`config.mk`:
```
export PLATFORM = sky130hd
export DESIGN_NAME = key_lock_gate
export DESIGN_NICKNAME = d
export VERILOG_FILES = /design/src/rtl/lockreg_pkg.sv /design/src/rtl/lockreg_decode.sv /design/src/rtl/lockreg_fsm.sv /design/src/rtl/lockreg_rdmux.sv /design/src/rtl/key_lock_gate.sv
export SDC_FILE = /design/constraint.sdc
export NUM_CORES = 1
export LEC_CHECK = 0
export ABC_AREA = 0
export CAP_MARGIN = 25
export CORE_MARGIN = 1
export CORE_UTILIZATION = 19
export DETAILED_ROUTE_END_ITERATION = 8
export HOLD_SLACK_MARGIN = 0.02
export PLACE_DENSITY = 0.81
export SYNTH_ARGS = -nofsm -noshare
export SYNTH_HDL_FRONTEND = slang
export SYNTH_SLANG_ARGS = --single-unit
```
`constraint.sdc`:
```
create_clock -name clk -period 0.8 [get_ports clk]
set_input_delay 0.16 -clock clk [delete_from_list [all_inputs] [get_ports clk]]
set_output_delay 0.16 -clock clk [all_outputs]
set_load 0.03 [all_outputs]
```
`src/rtl/lockreg_pkg.sv`:
```
package lockreg_pkg;

    typedef enum logic {
        ST_LOCKED = 1'b0,
        ST_OPEN   = 1'b1
    } lk_state_t;

    typedef enum logic [1:0] {
        CMD_IDLE   = 2'd0,
        CMD_GRANT  = 2'd1,
        CMD_REVOKE = 2'd2,
        CMD_OTHER  = 2'd3
    } lk_cmd_t;

endpackage

```
`src/rtl/lockreg_decode.sv`:
```
module lockreg_decode
    import lockreg_pkg::*;
#(
    parameter int              AW      = 1,
    parameter int              KEY_W   = 16,
    parameter logic [KEY_W-1:0] KEY_VAL = 16'hD42F
) (
    input  logic [AW-1:0]    addr,
    input  logic [KEY_W-1:0] key,
    input  logic             wr_en,
    output lk_cmd_t          cmd
);
    localparam logic [AW-1:0]    LOCK_WORD = '0;
    localparam logic [KEY_W-1:0] KEY_ZERO  = '0;

    logic hit;
    assign hit = wr_en && (addr == LOCK_WORD);

    always_comb begin
        if (!hit)
            cmd = CMD_IDLE;
        else if (key == KEY_VAL)
            cmd = CMD_GRANT;
        else if (key == KEY_ZERO)
            cmd = CMD_REVOKE;
        else
            cmd = CMD_OTHER;
    end
endmodule

```
`src/rtl/lockreg_fsm.sv`:
```
module lockreg_fsm
    import lockreg_pkg::*;
(
    input  logic    clk,
    input  logic    rst_n,
    input  lk_cmd_t cmd,
    output logic    open
);
    lk_state_t state, state_nx;

    // state register
    always_ff @(posedge clk or negedge rst_n) begin
        if (!rst_n)
            state <= ST_LOCKED;
        else
            state <= state_nx;
    end

    // transitions T_GRANT / T_REVOKE, all else self-loops
    always_comb begin
        state_nx = state;
        unique case (state)
            ST_LOCKED: if (cmd == CMD_GRANT)  state_nx = ST_OPEN;
            ST_OPEN:   if (cmd == CMD_REVOKE) state_nx = ST_LOCKED;
            default:   state_nx = ST_LOCKED;
        endcase
    end

    // outputs
    always_comb begin
        unique case (state)
            ST_OPEN:   open = 1'b1;
            ST_LOCKED: open = 1'b0;
            default:   open = 1'b0;
        endcase
    end

    p_idle_hold_r4: assert property (@(posedge clk) disable iff (!rst_n)
        (cmd == CMD_IDLE || cmd == CMD_OTHER) |=> $stable(open))
        else $error("p_idle_hold_r4");
endmodule

```
`src/rtl/lockreg_rdmux.sv`:
```
module lockreg_rdmux #(
    parameter int AW         = 1,
    parameter int DATA_W     = 32,
    parameter int STATUS_BIT = 31
) (
    input  logic [AW-1:0]     addr,
    input  logic              open,
    output logic [DATA_W-1:0] rdata
);
    localparam logic [AW-1:0] LOCK_WORD = '0;

    always_comb begin
        rdata = '0;
        if (addr == LOCK_WORD)
            rdata[STATUS_BIT] = open;
    end
endmodule

```
`src/rtl/key_lock_gate.sv`:
```
module key_lock_gate
    import lockreg_pkg::*;
#(
    parameter int               AW         = 1,
    parameter int               DATA_W     = 32,
    parameter int               KEY_W      = 16,
    parameter logic [KEY_W-1:0] KEY_VAL    = 16'hD42F,
    parameter int               STATUS_BIT = DATA_W - 1
) (
    input  logic              clk,
    input  logic              rst_n,
    input  logic [AW-1:0]     addr,
    input  logic [DATA_W-1:0] wdata,
    input  logic              wr_en,
    output logic [DATA_W-1:0] rdata,
    output logic              mode_wr_grant
);
    lk_cmd_t cmd;
    logic    open;
    logic    unused_hi;

    assign unused_hi = ^wdata[DATA_W-1:KEY_W];

    lockreg_decode #(.AW(AW), .KEY_W(KEY_W), .KEY_VAL(KEY_VAL)) u_dec (
        .addr (addr),
        .key  (wdata[KEY_W-1:0]),
        .wr_en(wr_en),
        .cmd  (cmd)
    );

    lockreg_fsm u_fsm (
        .clk  (clk),
        .rst_n(rst_n),
        .cmd  (cmd),
        .open (open)
    );

    lockreg_rdmux #(.AW(AW), .DATA_W(DATA_W), .STATUS_BIT(STATUS_BIT)) u_rd (
        .addr (addr),
        .open (open),
        .rdata(rdata)
    );

    assign mode_wr_grant = open;

    p_reset_r1: assert property (@(posedge clk)
        !rst_n |=> !mode_wr_grant)
        else $error("p_reset_r1");

    p_grant_r2: assert property (@(posedge clk) disable iff (!rst_n)
        (wr_en && addr == '0 && wdata[KEY_W-1:0] == KEY_VAL) |=> mode_wr_grant)
        else $error("p_grant_r2");

    p_revoke_r3: assert property (@(posedge clk) disable iff (!rst_n)
        (wr_en && addr == '0 && wdata[KEY_W-1:0] == '0) |=> !mode_wr_grant)
        else $error("p_revoke_r3");

    p_other_key_r4: assert property (@(posedge clk) disable iff (!rst_n)
        (wr_en && addr == '0 && wdata[KEY_W-1:0] != KEY_VAL && wdata[KEY_W-1:0] != '0)
        |=> $stable(mode_wr_grant))
        else $error("p_other_key_r4");

    p_zero_bits_r5: assert property (@(posedge clk) disable iff (!rst_n)
        $countones(rdata) <= 1 && (rdata & ~(DATA_W'(1) << STATUS_BIT)) == '0)
        else $error("p_zero_bits_r5");

    p_reserved_r6: assert property (@(posedge clk) disable iff (!rst_n)
        (wr_en && addr != '0) |=> $stable(mode_wr_grant))
        else $error("p_reserved_r6");

    p_status_r7: assert property (@(posedge clk) disable iff (!rst_n)
        (addr == '0) |-> (rdata[STATUS_BIT] == mode_wr_grant))
        else $error("p_status_r7");
endmodule

```
Word-level counts from Yosys, hierarchy flattened
Cells that the tools add are included.
{"block": "totals", "input_bits": 36, "reg_bits": 1, "out_inout_bits": 33}
{"block": "classes", "eq_ne": 3, "n_reduce_logical": 2, "bitwise": 2, "mux": 8}
{"cell": "equality test 16 bit, second input constant", "n": 1}
{"cell": "logical NOT 16 bit", "n": 1}
{"cell": "two-way mux 1 bit", "n": 4}
{"cell": "two-way mux 2 bit", "n": 2}
{"cell": "one-hot mux 1 bit (2 select lines)", "n": 2}
{"cell": "equality test 2 x 1 -> 1 bit, second input constant", "n": 1}
{"cell": "equality test 2 bit, second input constant", "n": 1}
{"cell": "inverter 1 bit", "n": 2}
{"cell": "logical AND 1 bit", "n": 1}

Depth between registers and ports, before layout
{"block": "logic_depth", "depth_word": 7, "mapped_depth": 4, "mapped_depth_nobuf": 4}

By module
From an unflattened synthesis, not the netlist that was laid out.
{"block": "hier_totals", "hier_cells": 48, "hier_area_um2": 365.4}
{"mod": "lockreg_rdmux", "seq_area_each_um2": 0.0, "cells_each": 33, "area_per_inst_um2": 250.2, "n_inst": 1}
{"mod": "lockreg_decode", "seq_area_each_um2": 0.0, "cells_each": 12, "area_per_inst_um2": 75.1, "n_inst": 1}
{"mod": "lockreg_fsm", "seq_area_each_um2": 25.0, "cells_each": 3, "area_per_inst_um2": 40.0, "n_inst": 1}

Worst setup path before layout
No wires, ideal clock.
{"block": "synth_timing", "kind": "register to output", "startpoint": "register u_fsm.state", "endpoint": "output port rdata[31]", "arrival_time_ns": 1.010, "setup_slack_ns": -0.370, "stages_incl_launch_ff": 2, "path_buffers": 0, "required_time_ns": 0.640, "path_cell_list": "dfrtp_1 -> nor2b_1"}
{"block": "synth_between", "elab_chain_len": 3}
{"item": "from (decl)", "line": "lockreg_fsm.sv:9", "source": "lk_state_t state, state_nx;"}
{"item": "from (signal assigned)", "line": "lockreg_fsm.sv:16", "source": "state <= state_nx;"}
{"item": "inverter 1 bit", "line": "lockreg_fsm.sv:31", "source": "unique case (state)"}
{"item": "one-hot mux 1 bit (2 select lines) *", "line": "lockreg_fsm.sv:31"}
{"item": "two-way mux 1 bit *", "line": "lockreg_rdmux.sv:14", "source": "if (addr == LOCK_WORD)"}
{"item": "to (decl)", "line": "key_lock_gate.sv:15", "source": "output logic [DATA_W-1:0] rdata,"}
Mark *: on every way between the ends. The rest lies on a longest branch, timed or not.

Final worst setup path
{"block": "layout_timing", "startpoint": "input port wdata[8]", "endpoint": "register u_fsm.state"}
{"block": "layout_between", "elab_chain_len": 7, "elab_cells_between_ends": 10}
{"item": "from (decl)", "line": "key_lock_gate.sv:13", "source": "input logic [DATA_W-1:0] wdata,"}
{"item": "logical NOT 16 bit", "line": "lockreg_decode.sv:24", "source": "else if (key == KEY_ZERO)"}
{"item": "two-way mux 1 bit", "line": "lockreg_decode.sv:24"}
{"item": "two-way mux 2 bit *", "line": "lockreg_decode.sv:22", "source": "else if (key == KEY_VAL)"}
{"item": "two-way mux 2 bit *", "line": "lockreg_decode.sv:20", "source": "if (!hit)"}
{"item": "equality test 2 bit or equality test 2 x 1 -> 1 bit (tied branches)", "line": "lockreg_fsm.sv:24, lockreg_fsm.sv:23"}
{"item": "two-way mux 1 bit (on tied branches)", "line": "lockreg_fsm.sv:24, lockreg_fsm.sv:23"}
{"item": "one-hot mux 1 bit (2 select lines) *", "line": "lockreg_fsm.sv:22", "source": "unique case (state)"}
{"item": "net u_fsm.state_nx", "line": "lockreg_fsm.sv:9"}
Mark *: on every way through the listed nets, which the timed path passes. The rest lies on a longest branch.

==> results.md <==
- Each instance of the synthesized netlist takes up on average between 7 and 8 sq um.
- The remaining global-route overflow is 0.
- Counting every instance in the synthesized netlist gives 47.
- In this run, flip-flops and latches consume between 10 and 15% of the power.
- The area of the core region is around 0.0017 sq mm.
- The layout overhead on the synthesized area is 42.8%.
- The count of cells in the finished layout, fillers not included, comes to between 90 and 100.
- The fraction of layout instances using a drive strength above 1 is 26.9%.
- In the final routed layout, each cell accounts on average for between 8 and 9 microns.
- The smallest clock period supported by the final layout is computed as 1070 ps.
- The area taken by multi-input logic gates is between 200 and 250 sq um.
- The initialized floorplan defines 15 standard-cell rows.
- The clock network accounts for 0% of the total power.
- Dividing the detail-routed via count by the number of cells gives between 3 and 4.
- The die extent in y is 44.6 microns.
- The register with the most flip-flops in the final layout is u_fsm.state.
- Wires add up to roughly 790 microns.
- At the worst endpoint, the arrival time is between 900 and 1000 ps.
- The worst-skew pair later-pin latency is 0 ps.
- STA classifies the critical path startpoint as an input port.
- The largest driver fanout on the critical path is 2.
- The standby leakage power is ~0.25 nW.
- The antenna violation net count after detailed routing is 0.
- The number of pins exceeding their max-slew limit in the final report was 0.
- The number of placed instances, taps included, is roughly 90.
- The fraction of power spent switching nets is about 66%.
- In the post-route analysis, the smallest setup slack over all paths is -270 ps.
- The via total after detailed routing is a little under 300.
- The setup clock skew after layout is 0 ps.
- The die extent in x is between 40 and 50 microns.
- For this run, the number of Yosys warnings is 0.
- The completed layout was analyzed and its total power is roughly 0.00035 W.
- The DRC violation count after routing is 0.
- The number of antenna violations at the first check in global routing was 0.
- Hold is met by 319 ps.
- The max-capacitance violation count is 0.
- Of all cell types, the one taking the most synthesized area is sky130_fd_sc_hd__buf_4.
- For this run, asynchronously set or reset flops after synthesis account for 100%.
- The I/O pin count is 69.
- The sequential cells in the finished layout cover a total of approximately 26 sq um.
- The final reports fail on setup timing.
- Counting flops and latches in the post-synthesis netlist gives 1.
- The type of the setup path with the least slack is input port to register.
- The placed instances occupy a cell area of approximately 470 sq um.
- For this run, the slowest stage of the critical path takes approximately 200 ps.
- The part of the power in combinational logic is a little under nine tenths.
- The HPWL after detailed placement is about 640 microns.
- For this run, the leading register cell type out of synthesis is sky130_fd_sc_hd__dfrtp_1.
- The starting density of the core is between 20% and 30%.
- Setup repair after global routing could not meet its margin everywhere.
- In the final layout, the registers with the most flip-flops are u_fsm.state x1.
- The critical-path cell with the highest stage delay is sky130_fd_sc_hd__nor3_2.
- Internal power comes to roughly 0.00012 W.
- The capturing element type of the critical path is a register.
- In the synthesized netlist, the cells that appear most often are 31 x sky130_fd_sc_hd__buf_4, 3 x sky130_fd_sc_hd__nand3_1, 2 x sky130_fd_sc_hd__nor2_1, 2 x sky130_fd_sc_hd__nor3_1.
- The data required time of the worst path is approximately 660 ps.
- The type of the tightest min-delay check is input port to asynchronous set/reset pin.
- Entering global routing, the biggest net connects 4 pins.
- The final hold violation count is 0.
- The count of filler cells inserted in the layout is between 150 and 200.
- In the finished design, the share of the clock period the worst path needs comes to 134%.
- For this design the ratio of total power to cell area is between 700 and 800 mW/mm^2.
- The first detailed-routing pass took 5 iterations.
- In this run, the number of DRC markers left after iteration 0 of detailed routing was 5.
- The setup violation total in the final timing report is 2.
- The die covers roughly 0.0020 sq mm.
- Adding up every negative setup slack in the final design gives -288 ps.
- The flow ran to the end, but the final reports show violations.
- The share of synthesized area in the top cell type comes to roughly two thirds.
- By area the synthesized netlist is led by sky130_fd_sc_hd__buf_4 67%, sky130_fd_sc_hd__dfrtp_1 7.2%, sky130_fd_sc_hd__nand3_1 4.3%.
- After clock tree synthesis, the clock-pin slew on the worst setup and hold paths is 0 ps.
- The layout net count is about 110.
- The number of enable-type register cells in the synthesized netlist is 0.
- The critical path goes through clkdlybuf4s15_1 -> nor3_2 -> nand3_2 -> o21ai_2 -> o41ai_2.
- The post-route standard cell area excluding fillers is around 500 sq um.
- In this run the power spent charging and discharging nets is 0.000230 W.
- The final weighted congestion of routability-driven global placement is about 0.56.
- The peak clock frequency supported by timing is 934 MHz.
- The quantity of I/O buffers inserted on ports is 21.
- The total routing usage reported by global routing is 7.10%.
- The global-route wire length before repair is 1010 microns.
- The most instantiated library cell after synthesis is sky130_fd_sc_hd__buf_4.
- The maximum VDD drop is around 0.00020 V.
- The netlist area before placement is 345 sq um.
- The top cell family by delay on the critical path is simple AND/OR/NAND/NOR gates.
- The via count of the first global-routing pass is between 200 and 300.
- The sequential area share after synthesis is 7.25%.
- The number of buffer and inverter instances along the worst setup path is 1.
- The number of antenna diodes in the final layout is 0.
- The number of flip-flops in the largest register came to 1.
- The count of different cell masters after synthesis is 13.
==> what timing repair did <==
action / in CTS / in global routing
pin swaps: 9 / 3
setup buffers: 0 / 0
resized for setup: 52 / 4
endpoints found under the setup margin: 2 / 2
hold endpoints to repair: 0 / 0
hold buffers: 0 / 0
==> worst paths after layout <==
check	slack (ps)	end	startpoint	depth (start not counted)
max	-270	u_fsm.state	wdata[8]	5
min	320	u_fsm.state	rst_n	1
max reg2reg	90	u_fsm.state	u_fsm.state	2
min reg2reg	520	u_fsm.state	u_fsm.state	2
max in group asynchronous	360	u_fsm.state	rst_n	1
min in group clk	460	u_fsm.state	wdata[4]	4
==> worst reg2reg max path: cells and delay by family, from the launching register on <==
family / cells / cell delay (ps)
DFF: 1 / 400
AOI/OAI and AO/OA: 2 / 170
==> layout by cell type (no fill, tap or decap), drive strengths merged <==
cell,count
clkbuf,1
nor2,2
nand3,3
clkdlybuf4s50,1
nand4,1
nor4b,1
nor2b,1
dfrtp,1
nor4,1
conb,31
nand2,1
o21ai,1
nor3,2
o41ai,1
clkdlybuf4s15,6
buf,8
dlygate4sd2,5
==> power by group through the flow <==
stage	sequential [W]	combinational (W)	clock, W
global route	0.0000515	0.000314	0
floorplan	0.0000516	0.000317	0
global placement	0.0000515	0.000302	0
detailed placement	0.0000515	0.000305	0
CTS	0.0000515	0.000293	0
finish	0.0000515	0.000297	0
==> cells by family (layout without fill, tap and decap cells) <==
family | count (synthesis) | in the layout | share of synthesized area, %
other cells | 1 | 31 | 1.09
simple gates | 12 | 12 | 20.3
flops | 1 | 1 | 7.25
compound gates | 2 | 2 | 3.98
buf+inv | 31 | 21 | 67.4
==> per-stage QoR <==
| stage | util, % | setup slack, ps |
|---|---|---|
| after global routing | 28.9 | -304 |
| after CTS | 28.6 | -243 |
| final | 28.9 | -270 |
| after detailed placement | 27.5 | -649 |
| after global placement | 27.5 | -595 |
| after floorplan | - | -70.2 |
==> final cells by class <==
class | instances | share of cell area (%)
flip-flops and latches | 1 | 5.33
repair buffers | 21 | 37.8
well taps | 25 | 6.35
multi-input cells | 45 | 50.5
==> layer usage <==
| metal | vias to the layer above | global-route usage (%) | routed length [microns] |
|---|---|---|---|
| li1 | 134 | - | - |
| met1 | 130 | 3.39 | 155 |
| met2 | 30 | 19.4 | 473 |
| met3 | 2 | 2.04 | 142 |
| met4 | 0 | 0 | 16 |
| met5 | - | 0 | 0 |
(Power assumes the default switching activity.)
